==> config.mk <==
export PLATFORM = sky130hd
export DESIGN_NAME = pll_cfg_ctrl
export DESIGN_NICKNAME = d
export VERILOG_FILES = /design/src/rtl/pll_cfg_pkg.sv /design/src/rtl/pll_lock_timer.sv /design/src/rtl/pll_slot.sv /design/src/rtl/pll_cfg_ctrl.sv
export SDC_FILE = /design/constraint.sdc
export NUM_CORES = 1
export LEC_CHECK = 0
export CAP_MARGIN = 15
export CORE_MARGIN = 2
export CORE_UTILIZATION = 58
export CTS_CLUSTER_SIZE = 24
export DETAILED_ROUTE_END_ITERATION = 7
export PLACE_DENSITY = 0.81
export SLEW_MARGIN = 20
export SYNTH_ARGS = -nofsm -noshare
export SYNTH_HDL_FRONTEND = slang
export SYNTH_HIERARCHICAL = 1
export SYNTH_SLANG_ARGS = --single-unit
==> constraint.sdc <==
create_clock -name clk_i -period 1.9 [get_ports clk_i]
set_input_delay 0.285 -clock clk_i [delete_from_list [all_inputs] [get_ports clk_i]]
set_output_delay 0.285 -clock clk_i [all_outputs]
set_load 0.1 [all_outputs]
==> src/rtl/pll_cfg_pkg.sv <==
package pll_cfg_pkg;
  localparam int NI_W    = 8;
  localparam int NF_W    = 25;
  localparam int MODE_W  = 3;
  localparam int FREQ_W  = 7;
  localparam int DEPTH_W = 7;
  localparam int MULT_W  = NI_W + 2;
  localparam int KICK_BIT = 31;
  localparam int FRAC_MODE_BIT = 2;  // bit 18 of word 0

  // status-word position of each slot's lock flag (PLL1,2,3,4,6)
  function automatic int lock_bit_pos(input int slot);
    case (slot)
      0:       return 8;
      1:       return 9;
      2:       return 11;
      3:       return 13;
      default: return 15;
    endcase
  endfunction
endpackage

==> src/rtl/pll_lock_timer.sv <==
module pll_lock_timer #(
  parameter int LOCK_CYCLES = 4500,
  localparam int CNT_W = $clog2(LOCK_CYCLES + 1)
) (
  input  logic clk_i,
  input  logic rst_ni,
  input  logic start_i,
  output logic busy_o,
  output logic done_o
);
  logic [CNT_W-1:0] cnt_q;
  logic             busy_q;

  always_ff @(posedge clk_i or negedge rst_ni) begin
    if (!rst_ni) begin
      cnt_q  <= '0;
      busy_q <= 1'b0;
    end else if (!busy_q) begin
      if (start_i) begin
        cnt_q  <= CNT_W'(LOCK_CYCLES);
        busy_q <= 1'b1;
      end
    end else begin
      cnt_q <= cnt_q - 1'b1;
      if (cnt_q == CNT_W'(1)) busy_q <= 1'b0;
    end
  end

  assign busy_o = busy_q;
  assign done_o = busy_q && (cnt_q == CNT_W'(1));

  p_cnt_bound_r5: assert property (@(posedge clk_i) disable iff (!rst_ni)
    cnt_q <= CNT_W'(LOCK_CYCLES));
  p_idle_zero_r5: assert property (@(posedge clk_i) disable iff (!rst_ni)
    (busy_q && done_o) |=> (!busy_q || $past(start_i)));
endmodule

==> src/rtl/pll_slot.sv <==
module pll_slot
  import pll_cfg_pkg::*;
#(
  parameter int LOCK_CYCLES = 4500
) (
  input  logic              clk_i,
  input  logic              rst_ni,
  input  logic              we0_i,
  input  logic              we1_i,
  input  logic [31:0]       wdata_i,
  output logic [31:0]       rd0_o,
  output logic [31:0]       rd1_o,
  output logic              locked_o,
  output logic [MULT_W-1:0] mult_int_o,
  output logic [NF_W-1:0]   mult_frac_o
);
  logic [NI_W-1:0]    stg_ni, act_ni;
  logic [NF_W-1:0]    stg_nf, act_nf;
  logic [MODE_W-1:0]  stg_mode, act_mode;
  logic [FREQ_W-1:0]  stg_freq;
  logic [DEPTH_W-1:0] stg_depth;
  logic               lock_q, busy, done, kick_acc;

  assign kick_acc = we0_i && wdata_i[KICK_BIT] && !busy;

  pll_lock_timer #(.LOCK_CYCLES(LOCK_CYCLES)) timer_i (
    .clk_i, .rst_ni, .start_i(kick_acc), .busy_o(busy), .done_o(done)
  );

  always_ff @(posedge clk_i or negedge rst_ni) begin
    if (!rst_ni) begin
      stg_ni <= '0; stg_nf <= '0; stg_mode <= '0; stg_freq <= '0; stg_depth <= '0;
      act_ni <= '0; act_nf <= '0; act_mode <= '0;
      lock_q <= 1'b1;
    end else begin
      if (we0_i) begin
        stg_mode  <= wdata_i[18:16];
        stg_freq  <= wdata_i[14:8];
        stg_depth <= wdata_i[6:0];
        if (!busy) stg_ni <= wdata_i[27:20];
      end
      if (we1_i && !busy) stg_nf <= wdata_i[NF_W-1:0];
      if (kick_acc) begin
        // same-write fields take effect together with the kick
        act_ni   <= wdata_i[27:20];
        act_mode <= wdata_i[18:16];
        act_nf   <= stg_nf;
        lock_q   <= 1'b0;
      end else if (done) begin
        lock_q <= 1'b1;
      end
    end
  end

  assign rd0_o = {busy, 3'b0, stg_ni, 1'b0, stg_mode, 1'b0, stg_freq, 1'b0, stg_depth};
  assign rd1_o = {{(32-NF_W){1'b0}}, stg_nf};
  assign locked_o    = lock_q;
  assign mult_int_o  = ({2'b0, act_ni} + MULT_W'(1)) << 1;
  assign mult_frac_o = act_mode[FRAC_MODE_BIT] ? act_nf : '0;

  p_ni_hold_r3: assert property (@(posedge clk_i) disable iff (!rst_ni)
    (busy && we0_i) |=> stg_ni == $past(stg_ni));
  p_nf_hold_r3: assert property (@(posedge clk_i) disable iff (!rst_ni)
    (busy && we1_i) |=> stg_nf == $past(stg_nf));
  p_kick_unlock_r4: assert property (@(posedge clk_i) disable iff (!rst_ni)
    kick_acc |=> (!lock_q && busy));
  p_lock_vs_busy_r5: assert property (@(posedge clk_i) disable iff (!rst_ni)
    lock_q == !busy);
  p_active_hold_r6: assert property (@(posedge clk_i) disable iff (!rst_ni)
    !kick_acc |=> $stable(act_ni));
  p_no_restart_r10: assert property (@(posedge clk_i) disable iff (!rst_ni)
    (busy && !done) |=> busy);
endmodule

==> src/rtl/pll_cfg_ctrl.sv <==
module pll_cfg_ctrl
  import pll_cfg_pkg::*;
#(
  parameter int NUM_PLL     = 5,
  parameter int LOCK_CYCLES = 4500,
  parameter int ADDR_W      = 4,
  localparam int STATUS_ADDR = 2 * NUM_PLL
) (
  input  logic                      clk_i,
  input  logic                      rst_ni,
  input  logic                      wr_en_i,
  input  logic [ADDR_W-1:0]         addr_i,
  input  logic [31:0]               wdata_i,
  output logic [31:0]               rdata_o,
  output logic [NUM_PLL*MULT_W-1:0] mult_int_o,
  output logic [NUM_PLL*NF_W-1:0]   mult_frac_o
);
  logic [31:0]        rd0 [NUM_PLL];
  logic [31:0]        rd1 [NUM_PLL];
  logic [NUM_PLL-1:0] locked;

  for (genvar s = 0; s < NUM_PLL; s++) begin : g_slot
    pll_slot #(.LOCK_CYCLES(LOCK_CYCLES)) slot_i (
      .clk_i,
      .rst_ni,
      .we0_i      (wr_en_i && addr_i == ADDR_W'(2*s)),
      .we1_i      (wr_en_i && addr_i == ADDR_W'(2*s+1)),
      .wdata_i,
      .rd0_o      (rd0[s]),
      .rd1_o      (rd1[s]),
      .locked_o   (locked[s]),
      .mult_int_o (mult_int_o[s*MULT_W +: MULT_W]),
      .mult_frac_o(mult_frac_o[s*NF_W +: NF_W])
    );
  end

  always_comb begin
    rdata_o = '0;
    if (addr_i == ADDR_W'(STATUS_ADDR)) begin
      for (int s = 0; s < NUM_PLL; s++) rdata_o[lock_bit_pos(s)] = locked[s];
    end else begin
      for (int s = 0; s < NUM_PLL; s++) begin
        if (addr_i == ADDR_W'(2*s))   rdata_o = rd0[s];
        if (addr_i == ADDR_W'(2*s+1)) rdata_o = rd1[s];
      end
    end
  end

  p_status_rsvd_r8: assert property (@(posedge clk_i) disable iff (!rst_ni)
    (addr_i == ADDR_W'(STATUS_ADDR)) |-> (rdata_o & ~32'h0000_AB00) == 32'h0);
endmodule

* Word-level counts from Yosys, hierarchy flattened
Cells that the tools add are included.
** Word-level totals
- Register bits after elaboration :: 505
- Bits in latches :: 0
- Memory bits (writable) :: 0
- Bits in read-only memories :: 0
- Input port bits :: 39
- Output and inout bits :: 207
- Word-level logic and storage cells :: 222
- Memories :: 0
** Cells by class
- $add $sub $neg :: 10
- Multipliers :: 0
- Div/mod/pow operators :: 0
- Magnitude comparators :: 10
- Equal/unequal tests :: 15
- Shifts and indexed selects :: 0
- Mux-type cells :: 70
- Bitwise logic cells :: 6
- Reduce and logical (&&, ||, !) cells :: 56
** Operators with widths (count)
- $mux 32 :: 16
- $ge 32x1->1 const B :: 5
- $lt 32x7->1 const B :: 5
- $mux 13 :: 10
- $bwmux 32 :: 4
- $mux 25 :: 5
- $eq 13x1->1 const B :: 5
- $sub 13x1->13 const B :: 5
- $add 8x1->9 const B :: 5
- $logic_and 1x1->1 :: 35
- $and 32x32->32 :: 1
- $mux 1 :: 30
- $demux 1 s5 :: 5
- $reduce_bool 2->1 :: 10
- $eq 4x3->1 const B :: 4
- $eq 4x4->1 const B :: 3
- $reduce_and 2->1 :: 5
- $eq 4x2->1 const B :: 2
- $logic_not 1->1 :: 5
- $not 1->1 :: 5
- $eq 4x1->1 const B :: 1
- $logic_not 4->1 :: 1

* Logic depth before layout (Yosys ltp)
- Depth after elaboration :: 12
- Mapped depth :: 14

* Hierarchy
Netlist, hierarchy kept.
** By module, submodules not included
- pll_slot at g_slot[0].slot_i ... :: times used 4, cells an instance 244, area an instance 3703.6 µm²
- pll_lock_timer :: times used 5, cells an instance 71, area an instance 772.0 µm²
- pll_slot at g_slot[4].slot_i :: times used 1, cells an instance 244, area an instance 3701.0 µm²
- pll_cfg_ctrl :: times used 1, cells an instance 465, area an instance 3480.8 µm²

* Worst setup path before layout
No wires, ideal clock.
- Kind :: input port to output port
- Start point :: input addr_i[1]
- End point :: output rdata_o[22]
- Arrival :: 3.430 ns
- Data required time :: 1.615 ns
- Path slack :: -1.815 ns
- Stages :: 6
- Buffers on the path :: 3
- Cells stage by stage :: buf_4 buf_6 or2_0 clkbuf_1 a2bb2oi_1 a222oi_1
** On the way
- Word-level cells in the longest chain between the ends :: 12
** RTL lines
- start, declared :: line pll_cfg_ctrl.sv:12 : input logic [ADDR_W-1:0] addr_i,
- $logic_not 4->1 :: line pll_cfg_ctrl.sv:43 : if (addr_i == ADDR_W'(2*s)) rdata_o = rd0[s];
- $mux 32 :: line pll_cfg_ctrl.sv:43
- $mux 32 :: line pll_cfg_ctrl.sv:44 : if (addr_i == ADDR_W'(2*s+1)) rdata_o = rd1[s];
- $mux 32 :: line pll_cfg_ctrl.sv:43
- $mux 32 :: line pll_cfg_ctrl.sv:44
- $mux 32 :: line pll_cfg_ctrl.sv:43
- $mux 32 :: line pll_cfg_ctrl.sv:44
- $mux 32 :: line pll_cfg_ctrl.sv:43
- $mux 32 :: line pll_cfg_ctrl.sv:44
- $mux 32 :: line pll_cfg_ctrl.sv:43
- $mux 32 :: line pll_cfg_ctrl.sv:44
- $mux 32 (*) :: line pll_cfg_ctrl.sv:39 : if (addr_i == ADDR_W'(STATUS_ADDR)) begin
- end, declared :: line pll_cfg_ctrl.sv:14 : output logic [31:0] rdata_o,
Mark *: on every way between the ends. The rest lies on a longest branch, timed or not.

* Worst setup path after layout
- Start point :: register g_slot[0].slot_i.stg_nf[22]
- End point :: output rdata_o[22]
** On the way
- Word-level cells in the longest chain between the ends :: 10
** RTL lines
- start, declared :: line pll_slot.sv:18 : logic [NF_W-1:0] stg_nf, act_nf;
- start signal, assigned :: line pll_slot.sv:42 : if (we1_i && !busy) stg_nf <= wdata_i[NF_W-1:0];
- $mux 32 :: line pll_cfg_ctrl.sv:44
- $mux 32 :: line pll_cfg_ctrl.sv:43
- $mux 32 :: line pll_cfg_ctrl.sv:44
- $mux 32 :: line pll_cfg_ctrl.sv:43
- $mux 32 :: line pll_cfg_ctrl.sv:44
- $mux 32 :: line pll_cfg_ctrl.sv:43
- $mux 32 :: line pll_cfg_ctrl.sv:44
- $mux 32 :: line pll_cfg_ctrl.sv:43
- $mux 32 :: line pll_cfg_ctrl.sv:44
- $mux 32 :: line pll_cfg_ctrl.sv:39
No other way between the ends.

==> impl_results.md <==
- Run status: finished, violations left
- Failing checks: max-slew violations, negative setup slack
- Worst-case register-to-register setup slack: -0.24 ns
- Part of the Yosys area used for sequential elements: 0.479
- Leakage power: roughly 17 nW
- Class of the worst hold path: input port to async pin
- CTS H-Tree Depth: 2
- Data arrival time of the critical path: about 2.5 ns
- Internal power summed over all cells: ~27 mW
- IR drop worst, VDD: 0.000877 V
- Post-detail-place hpwl: around 53 mm
- First-pass GRT wire length: 137 mm
- Worst hold margin: approximately 0.17 ns
- Max FO, Critical Path: 2
- First-pass iteration count of the detailed router: 6
- RSZ-0062 raised after global routing: yes
- Clock power frac: 0.235
- Final hold viol count: 0
- Portion of the clock cycle consumed by the worst path in the final layout: 1.45
- GRT Residual Overflow: 0
- Wire length per cell: approximately 33 µm
- Critical path type: register to primary output
- Final WL: ~110 mm
- Post-layout total power: around 44 mW
- Crit path launch: g_slot[0].slot_i/stg_nf[22]
- Fin Setup TNS: -28.07 ns
- Fraction of synthesized cell area taken by the top area cell type: 0.474
- Max-capacitance violation count: 0
- Delay contributed by the slowest stage of the critical path: roughly 0.5 ns
- Cell types occupying the most area after synthesis: sky130_fd_sc_hd__dfrtp_1 47%, sky130_fd_sc_hd__mux2_2 13%, sky130_fd_sc_hd__mux2_4 8.1%, sky130_fd_sc_hd__and2_1 3.2%, sky130_fd_sc_hd__mux2i_1 3.1%
- Via density per instance: 6.76
- Post-synth EDFFs: 0
- Horizontal die dimension: around 220 µm
- Die height: between 200 and 250 µm
- Flop pwr share: 0.369
- Largest net degree at the start of global routing: 93
- Maximum clock frequency: between 0.3 and 0.4 GHz
- Count of placed standard cells in the final layout, fillers left out: about 3,200
- Fraction of final layout cells sized beyond drive strength 1: 0.599
- Instance count after placement with tap cells included: a little under 3,000
- Ys async rst share: 1.00
- Slowest cell on the critical path: sky130_fd_sc_hd__dfrtp_1
- TritonCTS Sinks: between 400 and 500
- Total buffers and inverters traversed by the critical path: 2
- Mean instance size in the synthesized netlist: 12.7 µm²
- Number of max-slew violations in the final report: 1
- Number of vias in the routed layout: 21,577
- Number of buffers on the longest clock path: 3
- Initial antenna violation count: 8
- Most used flip-flop cell after synthesis: sky130_fd_sc_hd__dfrtp_1
- Crit path launch type: register
- Power density cells: 1180 nW/µm²
- Total of flip-flops plus latches after synthesis: between 400 and 500
- Rel. slew slack: -0.437
- Sw Ratio: 0.390
- GR Util All Layers: 0.392
- Placeable Area: 44,100 µm²
- Placement-stage worst setup slack: -0.292 ns
- Commonest non-fill, non-tap cell in the layout: sky130_fd_sc_hd__dfrtp_1
- Layout Skew: between 0.015 and 0.02 ns
- Number of global-route vias before repair: approximately 22,000
- Post-route minimum period: 2.76 ns
- Violation count after the first detailed-routing iteration: around 2,800
- Synthesized area: ~26,000 µm²
- Area growth syn-to-layout: 45.8%
- Worst skew pair latency: 0.63 ns
- Cell type with the largest total area after synthesis: sky130_fd_sc_hd__dfrtp_1
- Number of cells produced by synthesis: just over 2,000
- Kind of end point of the critical path: primary output
- Cell chosen for the clock root: sky130_fd_sc_hd__clkbuf_16
- Number of top-level pins: 246
- Reg2reg start: g_slot[0].slot_i/timer_i/cnt_q[1]
- Commonest cells after routing, fill and taps aside: 448 x sky130_fd_sc_hd__dfrtp_1, 296 x sky130_fd_sc_hd__mux2_2, 262 x sky130_fd_sc_hd__buf_4
- Final setup violation count: between 150 and 200
- Effective utilization at floorplan: 0.586
- Net count, final: approximately 2,600
- CTS tree: done
- Delay-heaviest family, CP: compound AO/OA/AOI/OAI gates
- Drc violations: 0
- Share of power burned in combinational logic: 0.397
- Setup ws final: -0.862 ns
- Worst-path clk slew: roughly 0.070 ns
- Number of routed nets with antenna violations: 0
- Data required time of the worst path: approximately 1.6 ns
- Actual transition at the worst max-transition pin: 2.19 ns
- Core Rows: 77
- Inserted Clock Buffers: 51
- Cell-by-cell trace of the critical path: mux2_4 > a22oi_2 > a221o_1 > a222oi_1 > buf_4 > buf_12
- Die Area: 46,300 µm²
- Ys Warns: 6
- Final estimated routing congestion in global placement: about 0.91
- Yosys cell types: between 70 and 80
- Switching power of the nets: 17.3 mW
- Number of I/O port buffers: between 200 and 250
-- synthesized netlist by cell type, drive strengths merged, types with 5 or more instances --
cell	count
nor4b	5
and2	132
nand3	33
buf	164
mux4	16
o21a	13
xnor2	15
nand3b	18
o31a	5
and3	14
a2bb2oi	14
nor3	24
a21o	10
nand4b	5
nand2	47
o21ai	40
a31oi	16
and2b	5
a211oi	14
nor4	15
a221oi	9
or4bb	5
ha	15
mux2i	81
nand4	9
or4	10
inv	29
clkbuf	25
or3b	7
a211o	7
a221o	11
dfstp	5
o31ai	5
or3	5
conb	5
mux2	446
a21oi	39
nor2	119
o221ai	5
xor2	15
nand2b	21
a32o	5
nor2b	25
dfrtp	490
o22ai	26
-- final cells by class --
type	count	area [µm²]
clock inverters	14	150
fillers	1793	6420
repair buffers	589	8000
clock buffers	75	1520
diodes	7	17.5
well taps	592	741
multi-input cells	1392	14700
inverters	29	124
flip-flops and latches	495	12400
-- final timing paths --
kind,endpoint,depth (start not counted)
min in group clk_i,g_slot[4].slot_i/stg_nf[7],2
worst min-delay path,g_slot[2].slot_i/act_ni[4],2
worst max register to register,g_slot[0].slot_i/timer_i/cnt_q[4],5
max in group asynchronous,g_slot[3].slot_i/timer_i/cnt_q[11],3
worst min register to register,g_slot[3].slot_i/timer_i/cnt_q[11],1
worst max-delay path,rdata_o[22],6
-- per-stage QoR --
step,area (µm²),utilization
2_1_floorplan,27400,-
3_3_place_gp,33000,0.747
3_5_place_dp,33000,0.747
4_1_cts,36800,0.834
5_1_grt,37700,0.854
6_report,37700,0.855
-- power groups by stage --
stage,clock (mW),combinational (mW),sequential [mW]
after floorplan,0,9.91,15.1
after global placement,0,13.6,15.7
after detailed placement,0,14.1,16.0
after CTS,10.2,16.0,15.7
after global routing,10.8,18.1,16.5
final,10.4,17.6,16.4
-- per-layer routing --
| layer | GRT usage | up-vias | routed length [µm] |
|---|---|---|---|
| met3 | 0.0995 | 754 | 12900 |
| li1 | - | 8185 | - |
| met2 | 0.641 | 1921 | 47900 |
| met1 | 0.472 | 10709 | 34700 |
| met5 | 0 | - | 98 |
| met4 | 0.224 | 8 | 10100 |
-- kinds of logic (layout without fill, tap and decap cells) --
group / count (synthesis) / after routing / synth area share
multiplexers: 543 / 543 / 0.260
flip-flops: 495 / 495 / 0.479
other: 5 / 77 / 0.000726
buffers and inverters: 218 / 707 / 0.0574
XOR/XNOR: 30 / 30 / 0.0102
AO/OA/AOI/OAI: 231 / 231 / 0.0617
AND/OR/NAND/NOR: 503 / 503 / 0.124
adder cells (fa/ha/maj): 15 / 15 / 0.00726
-- state kept, by name, indices dropped and copies added, names as in the netlist --
name,cells
g_slot.slot_i/locked_o,5
g_slot.slot_i/timer_i/cnt_q,65
g_slot.slot_i/act_ni,40
g_slot.slot_i/act_mode,5
g_slot.slot_i/stg_ni,40
g_slot.slot_i/act_nf,125
g_slot.slot_i/stg_freq,35
g_slot.slot_i/timer_i/busy_o,5
g_slot.slot_i/stg_depth,35
g_slot.slot_i/stg_nf,125
g_slot.slot_i/stg_mode,15
-- repair_timing --
item,CTS,global route
hold endpoints to repair,180,0
setup endpoints to repair,136,176
cloned,8,6
pin swaps,101,59
hold buffers,1,0
gates resized for setup,303,142
buffers inserted,113,36
-- worst register-to-register path: stages, from the launching register on --
cell                      delay [ns]
sky130_fd_sc_hd__dfrtp_1        0.56
sky130_fd_sc_hd__inv_1          0.20
sky130_fd_sc_hd__ha_2           0.31
sky130_fd_sc_hd__or3b_1         0.48
sky130_fd_sc_hd__o21ai_1        0.31
sky130_fd_sc_hd__nand3_1        0.14
No activity file was read; power rests on OpenSTA's default activity.
